==> config.mk <==
export PLATFORM = sky130hd
export DESIGN_NAME = trc_unit
export DESIGN_NICKNAME = d
export VERILOG_FILES = /design/src/rtl/trc_pkg.sv /design/src/rtl/trc_ctl.sv /design/src/rtl/trc_capture.sv /design/src/rtl/trc_buf.sv /design/src/rtl/trc_unit.sv
export SDC_FILE = /design/constraint.sdc
export NUM_CORES = 1
export LEC_CHECK = 0
export CAP_MARGIN = 20
export CORE_MARGIN = 10
export CORE_UTILIZATION = 49
export CTS_BUF_LIST = sky130_fd_sc_hd__clkbuf_16
export CTS_CLUSTER_SIZE = 40
export DETAILED_ROUTE_END_ITERATION = 12
export GPL_ROUTABILITY_DRIVEN = 0
export GPL_TIMING_DRIVEN = 0
export HOLD_SLACK_MARGIN = 0.12
export PLACE_DENSITY = 0.74
export SLEW_MARGIN = 20
export SYNTH_ARGS = -nofsm -noshare
export SYNTH_HDL_FRONTEND = slang
export SYNTH_SLANG_ARGS = --single-unit
export TNS_END_PERCENT = 10
==> constraint.sdc <==
create_clock -name clk -period 6 [get_ports clk]
set_clock_uncertainty 0.2 [all_clocks]
set_input_delay 1.8 -clock clk [delete_from_list [all_inputs] [get_ports clk]]
set_output_delay 1.8 -clock clk [all_outputs]
set_load 0.005 [all_outputs]
==> src/rtl/trc_pkg.sv <==
package trc_pkg;
  localparam int CTL_W  = 8;
  localparam int EN_B   = 7;
  localparam int ARM_B  = 6;
  localparam int TAG_B  = 5;
  localparam int BRK_B  = 4;
  localparam int LOOP_B = 0;

  typedef struct packed {
    logic en;
    logic arm;
    logic tag;
    logic brk;
    logic loop;
  } ctl_t;
endpackage

==> src/rtl/trc_ctl.sv <==
module trc_ctl
  import trc_pkg::*;
(
  input  logic             clk,
  input  logic             rst,
  input  logic             secure,
  input  logic             wr_en,
  input  logic [CTL_W-1:0] wr_data,
  input  logic             end_rst,
  input  logic             begin_trig,
  input  logic             run_end,
  output ctl_t             ctl,
  output logic             arm_rise,
  output logic [CTL_W-1:0] rdata
);
  ctl_t nxt;

  // a trace-ending reset masks software writes
  assign arm_rise = wr_en & ~end_rst & wr_data[ARM_B] & ~ctl.arm;

  always_comb begin
    nxt = ctl;
    if (end_rst) begin
      if (ctl.en && !begin_trig) begin
        nxt.arm = 1'b0;
        nxt.brk = 1'b0;
      end else begin
        nxt = '0;
      end
    end else if (wr_en) begin
      nxt.en   = wr_data[EN_B];
      nxt.arm  = wr_data[ARM_B];
      nxt.tag  = wr_data[TAG_B];
      nxt.brk  = wr_data[BRK_B];
      nxt.loop = wr_data[LOOP_B];
    end
    if (run_end) nxt.arm = 1'b0;
    if (secure)  nxt.en  = 1'b0;
  end

  always_ff @(posedge clk) begin
    if (rst) ctl <= '0;
    else     ctl <= nxt;
  end

  always_comb begin
    rdata         = '0;
    rdata[EN_B]   = ctl.en;
    rdata[ARM_B]  = ctl.arm;
    rdata[TAG_B]  = ctl.tag;
    rdata[BRK_B]  = ctl.brk;
    rdata[LOOP_B] = ctl.loop;
  end
endmodule

==> src/rtl/trc_capture.sv <==
module trc_capture
  import trc_pkg::*;
#(
  parameter int ADDR_W = 16,
  parameter int DEPTH  = 8,
  parameter int CNT_W  = 4,
  parameter int IDX_W  = 3
) (
  input  logic              clk,
  input  logic              rst,
  input  ctl_t              ctl,
  input  logic              event_only,
  input  logic              cof_valid,
  input  logic [ADDR_W-1:0] cof_addr,
  input  logic              cof_acc,
  input  logic              clr_cnt,
  output logic              wr_en,
  output logic [IDX_W-1:0]  wr_idx,
  output logic [ADDR_W:0]   wr_word,
  output logic [CNT_W-1:0]  count,
  output logic [ADDR_W-1:0] cmpc,
  output logic              run_end,
  output logic              brk_force,
  output logic              brk_tag
);
  logic qual;
  logic loop_on;
  logic hit;

  assign qual    = cof_valid & ctl.en & ctl.arm & (count < CNT_W'(DEPTH));
  assign loop_on = ctl.loop & ~event_only;
  assign hit     = loop_on & (cof_addr == cmpc);
  assign wr_en   = qual & ~hit;
  assign wr_idx  = count[IDX_W-1:0];
  assign wr_word = {cof_acc, cof_addr};
  assign run_end = wr_en & (count == CNT_W'(DEPTH - 1));

  always_ff @(posedge clk) begin
    if (rst) begin
      count     <= '0;
      cmpc      <= '0;
      brk_force <= 1'b0;
      brk_tag   <= 1'b0;
    end else begin
      if (clr_cnt)    count <= '0;
      else if (wr_en) count <= count + 1'b1;
      if (wr_en && loop_on) cmpc <= cof_addr;
      brk_force <= run_end & ctl.brk & ~ctl.tag;
      brk_tag   <= run_end & ctl.brk & ctl.tag;
    end
  end
endmodule

==> src/rtl/trc_buf.sv <==
module trc_buf #(
  parameter int W     = 17,
  parameter int DEPTH = 8,
  parameter int IDX_W = 3
) (
  input  logic             clk,
  input  logic             we,
  input  logic [IDX_W-1:0] waddr,
  input  logic [W-1:0]     wdata,
  input  logic [IDX_W-1:0] raddr,
  output logic [W-1:0]     rdata
);
  logic [W-1:0] mem [DEPTH];

  always_ff @(posedge clk) begin
    if (we) mem[waddr] <= wdata;
    rdata <= mem[raddr];
  end
endmodule

==> src/rtl/trc_unit.sv <==
module trc_unit
  import trc_pkg::*;
#(
  parameter int ADDR_W = 16,
  parameter int DEPTH  = 8,
  localparam int CNT_W = $clog2(DEPTH + 1),
  localparam int IDX_W = (DEPTH > 1) ? $clog2(DEPTH) : 1,
  localparam int ENT_W = ADDR_W + 1
) (
  input  logic              clk,
  input  logic              rst,
  input  logic              secure,
  input  logic              begin_trig,
  input  logic              trace_end_rst,
  input  logic              ctl_we,
  input  logic [CTL_W-1:0]  ctl_wdata,
  output logic [CTL_W-1:0]  ctl_rdata,
  input  logic              event_only,
  input  logic              cof_valid,
  input  logic [ADDR_W-1:0] cof_addr,
  input  logic              cof_acc,
  input  logic [IDX_W-1:0]  rd_idx,
  output logic [ENT_W-1:0]  rd_data,
  output logic [CNT_W-1:0]  fifo_count,
  output logic [ADDR_W-1:0] cmp_c,
  output logic              brk_force,
  output logic              brk_tag
);
  ctl_t             ctl;
  logic             arm_rise;
  logic             run_end;
  logic             st_en;
  logic [IDX_W-1:0] st_idx;
  logic [ENT_W-1:0] st_word;

  trc_ctl u_ctl (
    .clk        (clk),
    .rst        (rst),
    .secure     (secure),
    .wr_en      (ctl_we),
    .wr_data    (ctl_wdata),
    .end_rst    (trace_end_rst),
    .begin_trig (begin_trig),
    .run_end    (run_end),
    .ctl        (ctl),
    .arm_rise   (arm_rise),
    .rdata      (ctl_rdata)
  );

  trc_capture #(
    .ADDR_W (ADDR_W),
    .DEPTH  (DEPTH),
    .CNT_W  (CNT_W),
    .IDX_W  (IDX_W)
  ) u_cap (
    .clk        (clk),
    .rst        (rst),
    .ctl        (ctl),
    .event_only (event_only),
    .cof_valid  (cof_valid),
    .cof_addr   (cof_addr),
    .cof_acc    (cof_acc),
    .clr_cnt    (arm_rise),
    .wr_en      (st_en),
    .wr_idx     (st_idx),
    .wr_word    (st_word),
    .count      (fifo_count),
    .cmpc       (cmp_c),
    .run_end    (run_end),
    .brk_force  (brk_force),
    .brk_tag    (brk_tag)
  );

  trc_buf #(
    .W     (ENT_W),
    .DEPTH (DEPTH),
    .IDX_W (IDX_W)
  ) u_buf (
    .clk   (clk),
    .we    (st_en),
    .waddr (st_idx),
    .wdata (st_word),
    .raddr (rd_idx),
    .rdata (rd_data)
  );
endmodule

==> results.tsv <==
metric	value	unit
run_status	complete, no violations	
r2r_cells	6	
final_cells	666	
maxCapViolCount	0	
synth.most_common_cell	edfxtp_1	
netlist_instances	377	
drtPass1Iterations	5	
rows	43	
grt_start_max_net_pins	18	
ys.flop_type	edfxtp_1	
cts_buffers	17	
globalRouteMet2Util	0.256	
slew_viol_final	0	
fin_nets	511	
synth-edff-count	136	
place_hpwl	9.44	mm
p_sw_frac	0.193	
design.die.area	19400	µm²
drt_iter0_drc	273	
tightest_slew	1.06	ns
fin_crit	4.76	ns
crit_type	primary input to flop	
clk_latency	0.42	ns
grt_busiest_layer	met2	
coreArea	13900	µm²
grt_pass1_vias	4008	
grt_use_total	0.152	
path_max_fanout	17	
yosys_warnings	0	
hp-class	flop to flop	
placedCellCount	635	
cts_tree	yes	
critPathBufInv	2	
wirelength	14.4	mm
cts.sinks	180	
end_kind	flop	
synth.area.top_cells	edfxtp_1, dfxtp_1, mux4_2	
async_flop_share	0	
initial_core_util	0.502	
ys_top_cells_by_count	edfxtp_1, dfxtp_1, mux4_2	
p_leak	2.77	nW
rrSetupSlack	2.99	ns
ys_types	42	
combPwrFrac	0.054	
finalHoldViolations	0	
critical_path.startpoint	cof_addr[0]	
clkTransAtPathRegs	0.06	ns
min_from	u_cap.cmpc[12]	
ys_seq_area_frac	0.710	
critPathRequiredTime	5.84	ns
path_delay_family	simple AND/OR/NAND/NOR gates	
die_w	139	µm
fin_area	8550	µm²
via_per_inst	5.48	
whs	0.309	ns
r2r_start	u_cap.cmpc[2]	
critPathLaunchType	primary input	
n_antenna_cell	0	
syn_area	6990	µm²
cts_buffer_depth	2	
postCtsSetupBuffers	0	
synth_top_area_cell	edfxtp_1	
path_cells	clkdlybuf4s50_1 > xnor2_1 > nand4_1 > nor4_2 > a21oi_1 > clkbuf_1 > and4b_1	
fp.dieH	139	µm
sequentialPowerShare	0.541	
place_area	8010	µm²
antenna_found_initial	0	
synth_seq_cells	180	
arrival	4.60	ns
htreeDepth	4	
critPathMaxStageDelay	0.95	ns
overflow	0	
synth_top_cell_area_share	0.584	
multiInputGateArea	1960	µm²
internal-power	2.02	mW
regArea	4960	µm²
p_clk_frac	0.405	
synth_area_per_cell	18.5	µm²
nFillCells	998	
grt_setup_unrepaired	no	
slowest_stage	and4b_1	
whs_path_depth	2	
tns	0	ns
ir_drop	0.185	mV
fin_crit_sh	0.794	
use_met3	0.0480	
path_depth	7	
io_pins	83	
grt_pass1_wl	22.6	mm
syn_to_final_growth	22.3	%
avgRoutedWirePerCell	21.6	µm
cts_hold_buffers	0	
max_slew_margin	0.292	
post_cts_resized	0	
fmax	0.210	GHz
drive_gt1_frac	0.185	
finalSetupViolCount	0	
post-route-util	0.614	
use_met1	0.177	
ant_nets	0	
drcViolationCount	0	
portBuffers	73	
cts-root-buf	clkbuf_16	
vias	3651	
power_density	292	nW/µm²
p_sw	0.481	mW
[routing by layer]
metal | wire [µm] | part of all wire | vias to the layer above
li1 | - | - | 1670
met1 | 5740 | 0.40 | 1843
met2 | 7380 | 0.51 | 131
met3 | 1170 | 0.081 | 7
met5 | 0 | 0 | -
met4 | 91 | 0.0063 | 0
[layout by cell type (no fill, tap or decap), types with 2 or more instances in the layout]
| cell | instances |
|---|---|
| a22oi_1 | 3 |
| nor4bb_4 | 2 |
| clkbuf_1 | 11 |
| nand2b_1 | 17 |
| buf_4 | 4 |
| nand4_1 | 6 |
| conb_1 | 3 |
| clkinv_1 | 2 |
| mux4_2 | 34 |
| buf_2 | 4 |
| a31oi_1 | 2 |
| nor2b_1 | 2 |
| or3_1 | 2 |
| and4_1 | 3 |
| inv_1 | 8 |
| nand3_1 | 3 |
| mux2_2 | 17 |
| edfxtp_1 | 136 |
| clkdlybuf4s50_1 | 73 |
| nor2_1 | 3 |
| mux2i_1 | 21 |
| bufinv_16 | 2 |
| buf_6 | 3 |
| clkbuf_16 | 17 |
| xnor2_1 | 15 |
| clkinv_2 | 4 |
| and4b_1 | 4 |
| dfxtp_1 | 44 |
| nor3_1 | 3 |
| or2b_1 | 18 |
| nand2_1 | 4 |
[area by class of cell]
cell class / count / share of cell area
Tap cell: 180 / 0.0263
Clock inverter: 14 / 0.0129
Multi-Input combinational cell: 177 / 0.229
Clock buffer: 17 / 0.0498
Buffer: 20 / 0.0116
Timing Repair Buffer: 76 / 0.0890
Inverter: 2 / 0.000878
Sequential cell: 180 / 0.581
[final timing paths]
check               endpoint
min reg2reg   u_cap.cmpc[12]
max          u_buf.mem[5][8]
min           u_cap.cmpc[12]
max reg2reg  u_buf.mem[5][8]
[sequential cells by signal, summed over array words and instances (netlist names)]
register / count
u_cap.brk_force: 1
u_buf.mem: 136
u_cap.cmpc: 16
u_cap.count: 4
u_buf.rdata: 17
u_ctl.ctl: 5
u_cap.brk_tag: 1
[power groups by stage]
stage	Clock (mW)	Combinational, mW	Sequential (mW)
finish	1.01	0.136	1.35
floorplan	0	0.0629	1.38
global route	1.08	0.146	1.35
CTS	1.03	0.138	1.35
global placement	0	0.134	1.38
detailed placement	0	0.137	1.38
[stage by stage]
| stage | setup WS (ns) | power, mW |
|---|---|---|
| after floorplan | 1.26 | 1.44 |
| after global placement | -0.959 | 1.51 |
| after detailed placement | 0.812 | 1.51 |
| after CTS | 1.22 | 2.51 |
| after global routing | 1.01 | 2.58 |
| final | 1.24 | 2.50 |
[kinds of logic (layout without fill, tap and decap cells)]
kind of cell,Yosys count,after routing,synth area share
flops,180,180,0.710
buf+inv,22,129,0.0152
compound gates,11,11,0.0118
fa+ha+maj,1,1,0.00179
mux,72,72,0.167
other cells,1,3,0.000536
xor+xnor,16,16,0.0211
simple gates,74,74,0.0723
[tightest hold or removal path, stage by stage, from the launching register on]
cell	delay [ns]
dfxtp_1	0.33
nand2b_1	0.07
mux2i_1	0.06
Power figures use the tool's default switching activity.
